File: config.mk
export PLATFORM = sky130hd
export DESIGN_NAME = iack_arbiter
export DESIGN_NICKNAME = d
export VERILOG_FILES = /design/src/rtl/iack_pkg.sv /design/src/rtl/iack_regs.sv /design/src/rtl/iack_contend.sv /design/src/rtl/iack_seq.sv /design/src/rtl/iack_arbiter.sv
export SDC_FILE = /design/constraint.sdc
export NUM_CORES = 1
export LEC_CHECK = 0
export BUFFER_PORTS_ARGS = -buffer_cell sky130_fd_sc_hd__buf_4
export CORE_UTILIZATION = 50
export CTS_CLUSTER_SIZE = 10
export DETAILED_ROUTE_END_ITERATION = 6
export GPL_TIMING_DRIVEN = 0
export PLACE_DENSITY = 0.7
export SLEW_MARGIN = 20
export SYNTH_ARGS = -nofsm -noshare
export SYNTH_HDL_FRONTEND = slang
export SYNTH_SLANG_ARGS = --single-unit
File: constraint.sdc
create_clock -name clk -period 16.83 [get_ports clk]
set_clock_uncertainty 0.1 [all_clocks]
set_input_delay 2.5245 -clock clk [delete_from_list [all_inputs] [get_ports clk]]
set_output_delay 2.5245 -clock clk [all_outputs]
set_load 0.01 [all_outputs]
File: src/rtl/iack_pkg.sv
// Package: shared constants for the interrupt acknowledge arbiter.
// Assumes: field codes are part of the software-visible write interface.
package iack_pkg;
    localparam logic [1:0] FLD_ARB = 2'd0;
    localparam logic [1:0] FLD_LVL = 2'd1;
    localparam logic [1:0] FLD_VEC = 2'd2;
    localparam logic [1:0] FLD_TMO = 2'd3;

    typedef enum logic {
        SEQ_IDLE = 1'b0,
        SEQ_WAIT = 1'b1
    } seq_state_e;
endpackage

File: src/rtl/iack_regs.sv
// Module: per-slot arbitration, level and vector registers plus the shared
// external timeout limit.
// Assumes: slot 0 is the system-integration slot. Its level comes from
// outside, so level writes to it are dropped. ARB_W, LVL_W and TMO_W are
// all no wider than DATA_W.
module iack_regs
    import iack_pkg::*;
#(
    parameter int N_SLOTS = 8,
    parameter int ARB_W   = 4,
    parameter int LVL_W   = 3,
    parameter int DATA_W  = 8,
    parameter int TMO_W   = 8,
    parameter int TMO_RST = 16,
    localparam int SLOT_W = $clog2(N_SLOTS)
) (
    input  logic                              clk,
    input  logic                              rst_n,
    input  logic                              cfg_we,
    input  logic [SLOT_W-1:0]                 cfg_slot,
    input  logic [1:0]                        cfg_fld,
    input  logic [DATA_W-1:0]                 cfg_wdata,
    output logic [N_SLOTS-1:0][ARB_W-1:0]     arb_q,
    output logic [N_SLOTS-1:0][LVL_W-1:0]     lvl_q,
    output logic [N_SLOTS-1:0][DATA_W-1:0]    vec_q,
    output logic [TMO_W-1:0]                  tmo_q
);

    // Shared timeout limit register; the slot index is ignored for this field.
    always_ff @(posedge clk) begin
        if (!rst_n)
            tmo_q <= TMO_W'(TMO_RST);
        else if (cfg_we && cfg_fld == FLD_TMO)
            tmo_q <= cfg_wdata[TMO_W-1:0];
    end

    for (genvar i = 0; i < N_SLOTS; i++) begin : g_slot
        localparam logic [ARB_W-1:0] ARB_RST = (i == 0) ? {ARB_W{1'b1}} : '0;
        logic              hit;
        logic [ARB_W-1:0]  arb_r;
        logic [DATA_W-1:0] vec_r;

        assign hit = cfg_we && (cfg_slot == SLOT_W'(i));

        // Arbitration number and vector of this slot.
        always_ff @(posedge clk) begin
            if (!rst_n) begin
                arb_r <= ARB_RST;
                vec_r <= '0;
            end else begin
                if (hit && cfg_fld == FLD_ARB) arb_r <= cfg_wdata[ARB_W-1:0];
                if (hit && cfg_fld == FLD_VEC) vec_r <= cfg_wdata;
            end
        end

        assign arb_q[i] = arb_r;
        assign vec_q[i] = vec_r;

        if (i == 0) begin : g_si
            // Slot 0 level is supplied by the external request input.
            assign lvl_q[i] = '0;
        end else begin : g_int
            logic [LVL_W-1:0] lvl_r;

            // Request level of an internal slot.
            always_ff @(posedge clk) begin
                if (!rst_n)
                    lvl_r <= '0;
                else if (hit && cfg_fld == FLD_LVL)
                    lvl_r <= cfg_wdata[LVL_W-1:0];
            end

            assign lvl_q[i] = lvl_r;
        end
    end

    AST_SI_ARB_KEEP: assert property (@(posedge clk) disable iff (!rst_n)
        !(cfg_we && cfg_slot == '0 && cfg_fld == FLD_ARB) |=> $stable(arb_q[0]));

endmodule

File: src/rtl/iack_contend.sv
// Module: combinational contention among slots for the acknowledged priority.
// A slot contends when its level is nonzero and equals the presented
// priority. The largest arbitration number wins, and equal numbers go to the
// lowest slot index.
// Assumes: clk and rst_n are used only by the checks.
module iack_contend #(
    parameter int N_SLOTS = 8,
    parameter int ARB_W   = 4,
    parameter int LVL_W   = 3,
    localparam int SLOT_W = $clog2(N_SLOTS),
    localparam int CNT_W  = $clog2(N_SLOTS + 1)
) (
    input  logic                          clk,
    input  logic                          rst_n,
    input  logic [LVL_W-1:0]              iack_lvl,
    input  logic [N_SLOTS-1:0][LVL_W-1:0] lvl,
    input  logic [N_SLOTS-1:0][ARB_W-1:0] arb,
    output logic                          found,
    output logic [SLOT_W-1:0]             win_idx,
    output logic [ARB_W-1:0]              win_arb,
    output logic                          tie
);

    logic [N_SLOTS-1:0] contend;
    logic [CNT_W-1:0]   n_same;

    for (genvar i = 0; i < N_SLOTS; i++) begin : g_match
        assign contend[i] = (lvl[i] != '0) && (lvl[i] == iack_lvl);
    end

    // Pick the contender with the largest number; strict compare keeps the
    // lowest index on equal numbers.
    always_comb begin
        found   = 1'b0;
        win_idx = '0;
        win_arb = '0;
        for (int i = 0; i < N_SLOTS; i++) begin
            if (contend[i] && (!found || arb[i] > win_arb)) begin
                found   = 1'b1;
                win_idx = SLOT_W'(i);
                win_arb = arb[i];
            end
        end
    end

    // Count contenders sharing the winning number to detect a duplicate.
    always_comb begin
        n_same = '0;
        for (int i = 0; i < N_SLOTS; i++) begin
            if (contend[i] && arb[i] == win_arb)
                n_same = n_same + 1'b1;
        end
        tie = found && (win_arb != '0) && (n_same > CNT_W'(1));
    end

    for (genvar i = 0; i < N_SLOTS; i++) begin : g_chk
        AST_WIN_IS_MAX: assert property (@(posedge clk) disable iff (!rst_n)
            contend[i] |-> (found && arb[i] <= win_arb));
        AST_TIE_LOW_IDX: assert property (@(posedge clk) disable iff (!rst_n)
            !(contend[i] && arb[i] == win_arb && SLOT_W'(i) < win_idx));
    end

endmodule

File: src/rtl/iack_seq.sv
// Module: acknowledge sequencer. It turns the contention result into a
// vector, a bus error, or an external-bus acknowledge with a bounded wait.
// Assumes: iack_start is a one-cycle pulse. A start while waiting is dropped.
module iack_seq
    import iack_pkg::*;
#(
    parameter int N_SLOTS = 8,
    parameter int ARB_W   = 4,
    parameter int LVL_W   = 3,
    parameter int DATA_W  = 8,
    parameter int TMO_W   = 8,
    localparam int SLOT_W = $clog2(N_SLOTS)
) (
    input  logic              clk,
    input  logic              rst_n,
    input  logic              iack_start,
    input  logic [LVL_W-1:0]  iack_lvl,
    input  logic              found,
    input  logic [SLOT_W-1:0] win_idx,
    input  logic [ARB_W-1:0]  win_arb,
    input  logic [DATA_W-1:0] win_vec,
    input  logic              tie,
    input  logic [TMO_W-1:0]  tmo_q,
    input  logic              xbus_resp_valid,
    input  logic [DATA_W-1:0] xbus_resp_vec,
    output logic              resp_valid,
    output logic [DATA_W-1:0] resp_vec,
    output logic              resp_berr,
    output logic              arb_conflict,
    output logic              xbus_ack_req,
    output logic [LVL_W-1:0]  xbus_ack_lvl
);

    seq_state_e       st;
    logic [TMO_W-1:0] cnt;
    logic [TMO_W-1:0] lim;
    logic             last_wait;

    // Effective limit: a programmed zero behaves as a single cycle.
    assign lim       = (tmo_q == '0) ? TMO_W'(1) : tmo_q;
    assign last_wait = (cnt == lim - 1'b1);

    // Sequencing state, wait counter and registered outputs.
    always_ff @(posedge clk) begin
        if (!rst_n) begin
            st           <= SEQ_IDLE;
            cnt          <= '0;
            resp_valid   <= 1'b0;
            resp_vec     <= '0;
            resp_berr    <= 1'b0;
            arb_conflict <= 1'b0;
            xbus_ack_lvl <= '0;
        end else begin
            resp_valid   <= 1'b0;
            resp_berr    <= 1'b0;
            arb_conflict <= 1'b0;
            unique case (st)
                SEQ_IDLE: begin
                    if (iack_start) begin
                        arb_conflict <= tie;
                        if (!found || win_arb == '0) begin
                            resp_berr <= 1'b1;
                        end else if (win_idx == '0) begin
                            st           <= SEQ_WAIT;
                            cnt          <= '0;
                            xbus_ack_lvl <= iack_lvl;
                        end else begin
                            resp_valid <= 1'b1;
                            resp_vec   <= win_vec;
                        end
                    end
                end
                SEQ_WAIT: begin
                    if (xbus_resp_valid) begin
                        resp_valid <= 1'b1;
                        resp_vec   <= xbus_resp_vec;
                        st         <= SEQ_IDLE;
                    end else if (last_wait) begin
                        resp_berr <= 1'b1;
                        st        <= SEQ_IDLE;
                    end else begin
                        cnt <= cnt + 1'b1;
                    end
                end
                default: st <= SEQ_IDLE;
            endcase
        end
    end

    assign xbus_ack_req = (st == SEQ_WAIT);

    AST_ONE_OUTCOME: assert property (@(posedge clk) disable iff (!rst_n)
        !(resp_valid && resp_berr));
    AST_NOCONT_BERR: assert property (@(posedge clk) disable iff (!rst_n)
        (st == SEQ_IDLE && iack_start && !found) |=> resp_berr);
    AST_ZERO_ARB_BERR: assert property (@(posedge clk) disable iff (!rst_n)
        (st == SEQ_IDLE && iack_start && found && win_arb == '0) |=> (resp_berr && !resp_valid));
    AST_XRESP_DONE: assert property (@(posedge clk) disable iff (!rst_n)
        (xbus_ack_req && xbus_resp_valid) |=> (resp_valid && !xbus_ack_req));
    AST_CNT_BOUND: assert property (@(posedge clk) disable iff (!rst_n)
        xbus_ack_req |-> (cnt < lim));
    AST_START_IGNORED: assert property (@(posedge clk) disable iff (!rst_n)
        (xbus_ack_req && !xbus_resp_valid && !last_wait) |=> (xbus_ack_req && $stable(xbus_ack_lvl)));

endmodule

File: src/rtl/iack_arbiter.sv
// Module: top of the interrupt acknowledge arbiter. It joins the register
// file, the contention logic and the acknowledge sequencer.
// Assumes: slot 0 represents external requests at level ext_req_lvl.
// Results appear one cycle after iack_start.
module iack_arbiter #(
    parameter int N_SLOTS = 8,
    parameter int ARB_W   = 4,
    parameter int LVL_W   = 3,
    parameter int DATA_W  = 8,
    parameter int TMO_W   = 8,
    parameter int TMO_RST = 16,
    localparam int SLOT_W = $clog2(N_SLOTS)
) (
    input  logic              clk,
    input  logic              rst_n,
    input  logic              cfg_we,
    input  logic [SLOT_W-1:0] cfg_slot,
    input  logic [1:0]        cfg_fld,
    input  logic [DATA_W-1:0] cfg_wdata,
    input  logic [LVL_W-1:0]  ext_req_lvl,
    input  logic              iack_start,
    input  logic [LVL_W-1:0]  iack_lvl,
    output logic              resp_valid,
    output logic [DATA_W-1:0] resp_vec,
    output logic              resp_berr,
    output logic              arb_conflict,
    output logic              xbus_ack_req,
    output logic [LVL_W-1:0]  xbus_ack_lvl,
    input  logic              xbus_resp_valid,
    input  logic [DATA_W-1:0] xbus_resp_vec
);

    logic [N_SLOTS-1:0][ARB_W-1:0]  arb_q;
    logic [N_SLOTS-1:0][LVL_W-1:0]  lvl_q;
    logic [N_SLOTS-1:0][LVL_W-1:0]  lvl_eff;
    logic [N_SLOTS-1:0][DATA_W-1:0] vec_q;
    logic [TMO_W-1:0]               tmo_q;
    logic                           found;
    logic [SLOT_W-1:0]              win_idx;
    logic [ARB_W-1:0]               win_arb;
    logic                           tie;
    logic [DATA_W-1:0]              win_vec;

    iack_regs #(
        .N_SLOTS(N_SLOTS), .ARB_W(ARB_W), .LVL_W(LVL_W),
        .DATA_W(DATA_W), .TMO_W(TMO_W), .TMO_RST(TMO_RST)
    ) u_regs (
        .clk(clk), .rst_n(rst_n),
        .cfg_we(cfg_we), .cfg_slot(cfg_slot), .cfg_fld(cfg_fld), .cfg_wdata(cfg_wdata),
        .arb_q(arb_q), .lvl_q(lvl_q), .vec_q(vec_q), .tmo_q(tmo_q)
    );

    // Slot 0 takes its level from the external request input.
    always_comb begin
        lvl_eff    = lvl_q;
        lvl_eff[0] = ext_req_lvl;
    end

    iack_contend #(
        .N_SLOTS(N_SLOTS), .ARB_W(ARB_W), .LVL_W(LVL_W)
    ) u_contend (
        .clk(clk), .rst_n(rst_n),
        .iack_lvl(iack_lvl), .lvl(lvl_eff), .arb(arb_q),
        .found(found), .win_idx(win_idx), .win_arb(win_arb), .tie(tie)
    );

    assign win_vec = vec_q[win_idx];

    iack_seq #(
        .N_SLOTS(N_SLOTS), .ARB_W(ARB_W), .LVL_W(LVL_W),
        .DATA_W(DATA_W), .TMO_W(TMO_W)
    ) u_seq (
        .clk(clk), .rst_n(rst_n),
        .iack_start(iack_start), .iack_lvl(iack_lvl),
        .found(found), .win_idx(win_idx), .win_arb(win_arb), .win_vec(win_vec),
        .tie(tie), .tmo_q(tmo_q),
        .xbus_resp_valid(xbus_resp_valid), .xbus_resp_vec(xbus_resp_vec),
        .resp_valid(resp_valid), .resp_vec(resp_vec), .resp_berr(resp_berr),
        .arb_conflict(arb_conflict),
        .xbus_ack_req(xbus_ack_req), .xbus_ack_lvl(xbus_ack_lvl)
    );

endmodule

# Word-level counts from Yosys, hierarchy flattened
# Index checks and enable logic that the tools add are counted.
[totals] elab_cells=239 ff_bits=148 in_bits=32 out_inout_bits=15
[classes] addsub=9 n_bitwise=4 reduce_logical=91 muxes=61 eq_ne=34 magnitude_cmp=9
[op_table] cell="2-to-1 mux 8 bit" n=11
[op_table] cell="2-to-1 mux 4 bit" n=15
[op_table] cell="logical AND 1 bit" n=57
[op_table] cell="equality test 4 bit" n=8
[op_table] cell="one-hot mux 8 bit (2 select lines)" n=2
[op_table] cell="greater-than comparator 4 bit" n=7
[op_table] cell="adder 4 x 1 -> 4 bit, second input constant" n=6
[op_table] cell="binary-select mux 8 bit (select 3 bit)" n=1
[op_table] cell="equality test 3 bit" n=8
[op_table] cell="nonzero test 3 bit" n=8
[op_table] cell="2-to-1 mux 1 bit" n=23
[op_table] cell="equality test 3 bit, second input constant" n=4
[op_table] cell="2-to-1 mux 3 bit" n=4
[op_table] cell="inequality test 2 bit, second input constant" n=6
[op_table] cell="adder 8 x 1 -> 8 bit, second input constant" n=1
[op_table] cell="equality test 8 bit" n=1
[op_table] cell="logical NOT 1 bit" n=8
[op_table] cell="logical NOT 8 bit" n=1
[op_table] cell="logical OR 1 bit" n=8
[op_table] cell="AND reduction 4 bit" n=2
[op_table] cell="subtractor 8 x 1 -> 8 bit, second input constant" n=1
[op_table] cell="equality test 3 x 2 -> 1 bit, second input constant" n=2
[op_table] cell="logical NOT 3 bit" n=2
[op_table] cell="one-hot mux 1 bit (2 select lines)" n=3
[op_table] cell="other kinds (14)" n=19

# Logic depth before layout (Yosys ltp)
[logic_depth] depth_word=50 ltp_mapped=81 depth_no_buf=77

# Modules after synthesis
# From an unflattened synthesis, not the netlist that was laid out.
[hier_totals] cells_unflattened=1067 area_unflattened_um2=9863.2
[modules_own_cells] module="iack_regs" instances=1 area_per_inst_um2=4652.0 seq_area_each_um2=2502.4 cells_each=466
[modules_own_cells] module="iack_contend" instances=1 area_per_inst_um2=3243.1 seq_area_each_um2=0.0 cells_each=411
[modules_own_cells] module="iack_seq" instances=1 area_per_inst_um2=1417.6 seq_area_each_um2=460.4 cells_each=161
[modules_own_cells] module="iack_arbiter" instances=1 area_per_inst_um2=550.5 seq_area_each_um2=0.0 cells_each=29

# Worst setup path before layout
# Ideal clock, no wire load.
[synth_timing] path_kind="input to register" startpoint="input iack_lvl[2]" endpoint="register u_seq.arb_conflict" t_arrival_ns=17.374 required_time_ns=16.606 slack_ns=-0.768 setup_time_ns=0.124 stages=77 n_path_buf=4 path_cell_list="buf_4 xor2_1 nor4_4 buf_4 nand2_1 ha_1 nor2b_1 o211a_1 o21ai_0 a21boi_0 a21oi_1 inv_1 ha_1 and4_1 a21oi_1 o21a_1 o31ai_1 ha_1 (+41 left out) ha_1 a2111o_1 o31ai_1 xnor2_1 mux2_2 ha_1 mux2i_1 xnor2_1 a21oi_1 ha_1 and2_1 inv_1 o31ai_1 ha_1 or4b_1 a2111o_1 a2bb2oi_2 nor2_1"
[synth_between] elab_chain_len=50 elab_cells_between_ends=95 classes_between="add/sub (7); order compare (8); eq/ne (16); mux (24); reduce/logical (40)"
[synth_lines] element="start: declaration" line_no="iack_arbiter.sv:22" rtl="input logic [LVL_W-1:0] iack_lvl,"
[synth_lines] element="equality test 3 bit" line_no="iack_contend.sv:28" rtl="assign contend[i] = (lvl[i] != '0) && (lvl[i] == iack_lvl);"
[synth_lines] element="logical AND 1 bit" line_no="iack_contend.sv:28"
[synth_lines] element="2-to-1 mux 4 bit or 2-to-1 mux 1 bit (tied branches)" line_no="iack_contend.sv:38" rtl="if (contend[i] && (!found || arb[i] > win_arb)) begin"
[synth_lines] element="greater-than comparator 4 bit or logical NOT 1 bit (tied branches)" line_no="iack_contend.sv:38"
[synth_lines] element="logical OR 1 bit" line_no="iack_contend.sv:38"
[synth_lines] element="logical AND 1 bit" line_no="iack_contend.sv:38"
[synth_lines] element="2-to-1 mux 4 bit or 2-to-1 mux 1 bit (tied branches)" line_no="iack_contend.sv:38"
[synth_lines] element="greater-than comparator 4 bit or logical NOT 1 bit (tied branches)" line_no="iack_contend.sv:38"
[synth_lines] element="(+34 left out)"
[synth_lines] element="adder 4 x 1 -> 4 bit" line_no="iack_contend.sv:51" rtl="n_same = n_same + 1'b1;"
[synth_lines] element="2-to-1 mux 4 bit" line_no="iack_contend.sv:50" rtl="if (contend[i] && arb[i] == win_arb)"
[synth_lines] element="adder 4 x 1 -> 4 bit" line_no="iack_contend.sv:51"
[synth_lines] element="2-to-1 mux 4 bit" line_no="iack_contend.sv:50"
[synth_lines] element="adder 4 x 1 -> 4 bit" line_no="iack_contend.sv:51"
[synth_lines] element="2-to-1 mux 4 bit" line_no="iack_contend.sv:50"
[synth_lines] element="greater-than comparator 4 x 1 -> 1 bit" line_no="iack_contend.sv:53" rtl="tie = found && (win_arb != '0) && (n_same > CNT_W'(1));"
[synth_lines] element="logical AND 1 bit *" line_no="iack_contend.sv:53"
[synth_lines] element="end signal: assignment" line_no="iack_seq.sv:60" rtl="arb_conflict <= tie;"
[synth_lines] element="end: declaration" line_no="iack_seq.sv:29" rtl="output logic arb_conflict,"
# Every way passes the cells marked *; elsewhere a longest branch is shown, timed or not.
# A chain may end at the register's enable or synchronous reset.

# Final worst setup path
[layout_timing] startpoint="input iack_lvl[1]" endpoint="register u_seq.arb_conflict"
# The elaborated chain is that of the path after synthesis.

==> summary.md <==
| Metric | Value |
|---|---|
| Result of the run | `finished with violations` |
| Violations in the final reports | `design-rule violations, negative setup slack` |
| Power density relative to cell area | `84.7 nW/um2` |
| Post-DP HPWL | `21300 um` |
| Distinct cell type count after synthesis | `85` |
| R2R setup slack | `2.41 ns` |
| Routability congestion estimate from global placement | `0.964` |
| GRT overflow | `0` |
| Summed negative setup slack over all endpoints | `-0.0419 ns` |
| Tightest hold margin | `0.374 ns` |
| Starting density of the core | `51.4%` |
| Via density per instance | `5.95` |
| Kind of path behind the tightest hold check | `flip-flop to flip-flop` |
| Standard cell with the maximum stage delay on the critical path | `sky130_fd_sc_hd__or4b_4` |
| N_diodes | `0` |
| Count of antenna-violating nets left after detailed routing | `0` |
| Count of input and output buffers | `38` |
| Largest net degree at the start of global routing | `17` |
| CTS Buffer Depth | `2` |
| Terminus of the critical flop-to-flop path | `u_seq.arb_conflict` |
| Startpoint class of the critical path | `input port` |
| Part of the Yosys area used for sequential elements | `30.6%` |
| Routed length per placed instance | `19.5 um` |
| Ports placed on the boundary | `47` |
| Number of endpoints failing setup at the final stage | `1` |
| Hold Path Origin | `u_regs.g_slot[2].g_int.lvl_r[1]` |
| Number of nets in the final layout | `1392` |
| Highest-count cells in the layout ignoring fill and taps | `148 x sky130_fd_sc_hd__dfxtp_1, 147 x sky130_fd_sc_hd__nor2_1, 141 x sky130_fd_sc_hd__nand2_1` |
| Share of cells above drive strength 1 | `21.2%` |
| Share of the clock period used by the worst path after layout | `100%` |
| Crit path arrival time | `17.10 ns` |
| Cell area after synthesis | `9680 um2` |
| First-pass GRT wire length | `46700 um` |
| Post-synthesis average cell area | `8.09 um2` |
| Total routing resource utilization after global routing | `30.3%` |
| Required time at the worst-slack endpoint | `17.06 ns` |
| Number of cell instances on the worst register-to-register path | `70` |
| Die width | `141 um` |
| Clock buffer count from CTS | `17` |
| Worst reg2reg path startpoint | `u_regs.g_slot[1].g_int.lvl_r[2]` |
| Number of max-cap violations | `0` |
| Endpoint kind of the worst setup timing path | `flip-flop` |
| Place WS | `-2.70 ns` |
| Die height | `141 um` |
| WHS Path Cells | `2` |
| Cell leakage power | `4.95 nW` |
| Final Hold Fails | `0` |
| Number of enable-type register cells in the synthesized netlist | `0` |
| Number of optimization iterations in the first detailed-route pass | `7` |
| Via count of the first global-routing pass | `8663` |
| Transition time of the tightest slew-check pin | `1.12 ns` |
| Remaining routing DRC violations | `1` |
| Final worst setup slack | `-0.0419 ns` |
| Clock tree from TritonCTS | `done` |
| VDD IR-drop max | `0.0000815 V` |
| Core Footprint | `18800 um2` |
| Final Routed Wirelength | `31000 um` |
| Detailed router's first-iteration violation count | `850` |
| Total via count after detailed routing | `9472` |
| Min-Delay Endpoint | `u_regs.g_slot[2].g_int.lvl_r[1]` |
| Area Growth Syn to Fin | `26.8%` |
| Setup Crit Path Kind | `input port to flip-flop` |
| CTS Root Cell | `sky130_fd_sc_hd__clkbuf_16` |
| Unrepaired setup endpoints after global routing | `yes` |
| Clock slew at the register clock pins of the worst setup and hold paths | `0.07 ns` |
| Site Rows | `50` |
| Crit-path max FO | `7` |
| Worst slew margin | `25.3%` |
| Number of H-tree levels | `4` |
| Count of synthesis-stage warnings from yosys | `0` |
| FFs w/ async S/R, synth | `0%` |
| Most frequently used flop master after synthesis | `sky130_fd_sc_hd__dfxtp_1` |
| Buffering stage count on the worst path with inverters included | `10` |
| Flops & latches, synth | `148` |
| Cell family contributing the most delay on the critical path | `compound AO/OA/AOI/OAI gates` |
| Highest clock frequency the design can meet | `59.3 MHz` |
| Post-synthesis instance total | `1196` |
| Total nets after synthesis | `1267` |
| Slowest Stage Delay on Critical Path | `0.53 ns` |
| Number of antenna violations at the first check in global routing | `0` |
| Most common cell after layout, fill and taps aside | `sky130_fd_sc_hd__dfxtp_1` |
| Max Transition Viols Final | `0` |
| Final min period | `16.87 ns` |
| Floorplan die area | `19900 um2` |
| Clock latency of the later-clocked register in the worst-skew pair | `0.44 ns` |
| Clock sink count | `148` |
state kept, by name, summed over array words and instances, names as in the netlist:
signal	count
u_regs.g_slot.vec_r	64
u_regs.g_slot.arb_r	32
u_regs.g_slot.g_int.lvl_r	21
u_regs.tmo_q	8
u_seq.cnt	8
u_seq.resp_vec	8
u_seq.xbus_ack_lvl	3
u_seq.arb_conflict	1
u_seq.resp_berr	1
u_seq.resp_valid	1
u_seq.xbus_ack_req	1
through the flow:
| step | area, um2 | utilization (%) | cells | total power [mW] |
|---|---|---|---|---|
| floorplan | 9770 | - | 1196 | 0.536 |
| global placement | 10400 | 55.1 | 1494 | 0.602 |
| detailed placement | 10400 | 55.1 | 1494 | 0.605 |
| CTS | 11500 | 61.2 | 1559 | 0.994 |
| global route | 12300 | 65.1 | 1593 | 1.07 |
| finish | 12300 | 65.1 | 1593 | 1.04 |
logic make-up after synthesis:
family,after synthesis,synth area share (%)
flops,148,30.6
mux,116,12.1
fa+ha+maj,39,5.04
compound gates,211,15.1
simple gates,474,22.9
buf+inv,105,4.41
xor+xnor,103,9.84
report_power, final:
part	switching [mW]	internal, mW	leakage [nW]	total [mW]
clock	0.154	0.207	0.267	0.361
combinational	0.188	0.128	3.49	0.316
sequential	0.00457	0.357	1.19	0.362
total	0.347	0.692	4.95	1.04
tightest hold or removal path, delay by kind of cell (launching register included):
family | cells | cell delay [ns]
flip-flops | 1 | 0.32
AND/OR/NAND/NOR | 1 | 0.06
AO/OA/AOI/OAI | 1 | 0.05
final cells by class:
cell class / instances / area [um2]
inverter: 30 / 115
multi-input combinational: 943 / 7140
fill: 1535 / 6570
clock buffer: 20 / 447
buffer: 72 / 307
timing repair buffer: 109 / 865
sequential: 148 / 2960
clock inverter: 11 / 104
tap: 260 / 325
synthesized netlist by cell type, drive strengths merged, types with 22 or more instances:
library cell	instances	area share (%)
nor3	22	1.3
mux2i	112	12
o21ai	38	2.0
xnor2	43	3.9
a21oi	64	3.3
inv	30	1.2
nand3	66	3.4
ha	39	5.0
nor2	156	6.1
xor2	57	5.2
clkbuf	64	2.5
nand2	148	5.7
dfxtp	148	31
metal layers:
metal / up-vias / wire [um] / global-route usage, %
li1: 4475 / - / -
met3: 93 / 2090 / 4.93
met2: 373 / 14400 / 50.1
met4: 0 / 1340 / 13.2
met5: - / 0 / 0
met1: 4531 / 13100 / 38.9
what timing repair did:
item	in CTS	in global routing
pin swaps	36	70
setup buffers	36	35
hold buffers	0	0
setup endpoints to repair	1	1
gates resized for setup	74	92
how the worst max path moves through the flow:
stage	from	end	cells after the start
4_1_cts	iack_lvl[1]	u_seq.arb_conflict	79
2_1_floorplan	iack_lvl[1]	u_seq.arb_conflict	76
3_3_place_gp	iack_lvl[1]	u_seq.arb_conflict	73
6_report	iack_lvl[1]	u_seq.arb_conflict	78
5_1_grt	iack_lvl[1]	u_seq.arb_conflict	79
3_5_place_dp	iack_lvl[1]	u_seq.arb_conflict	73
Power figures use the tool's default switching activity.
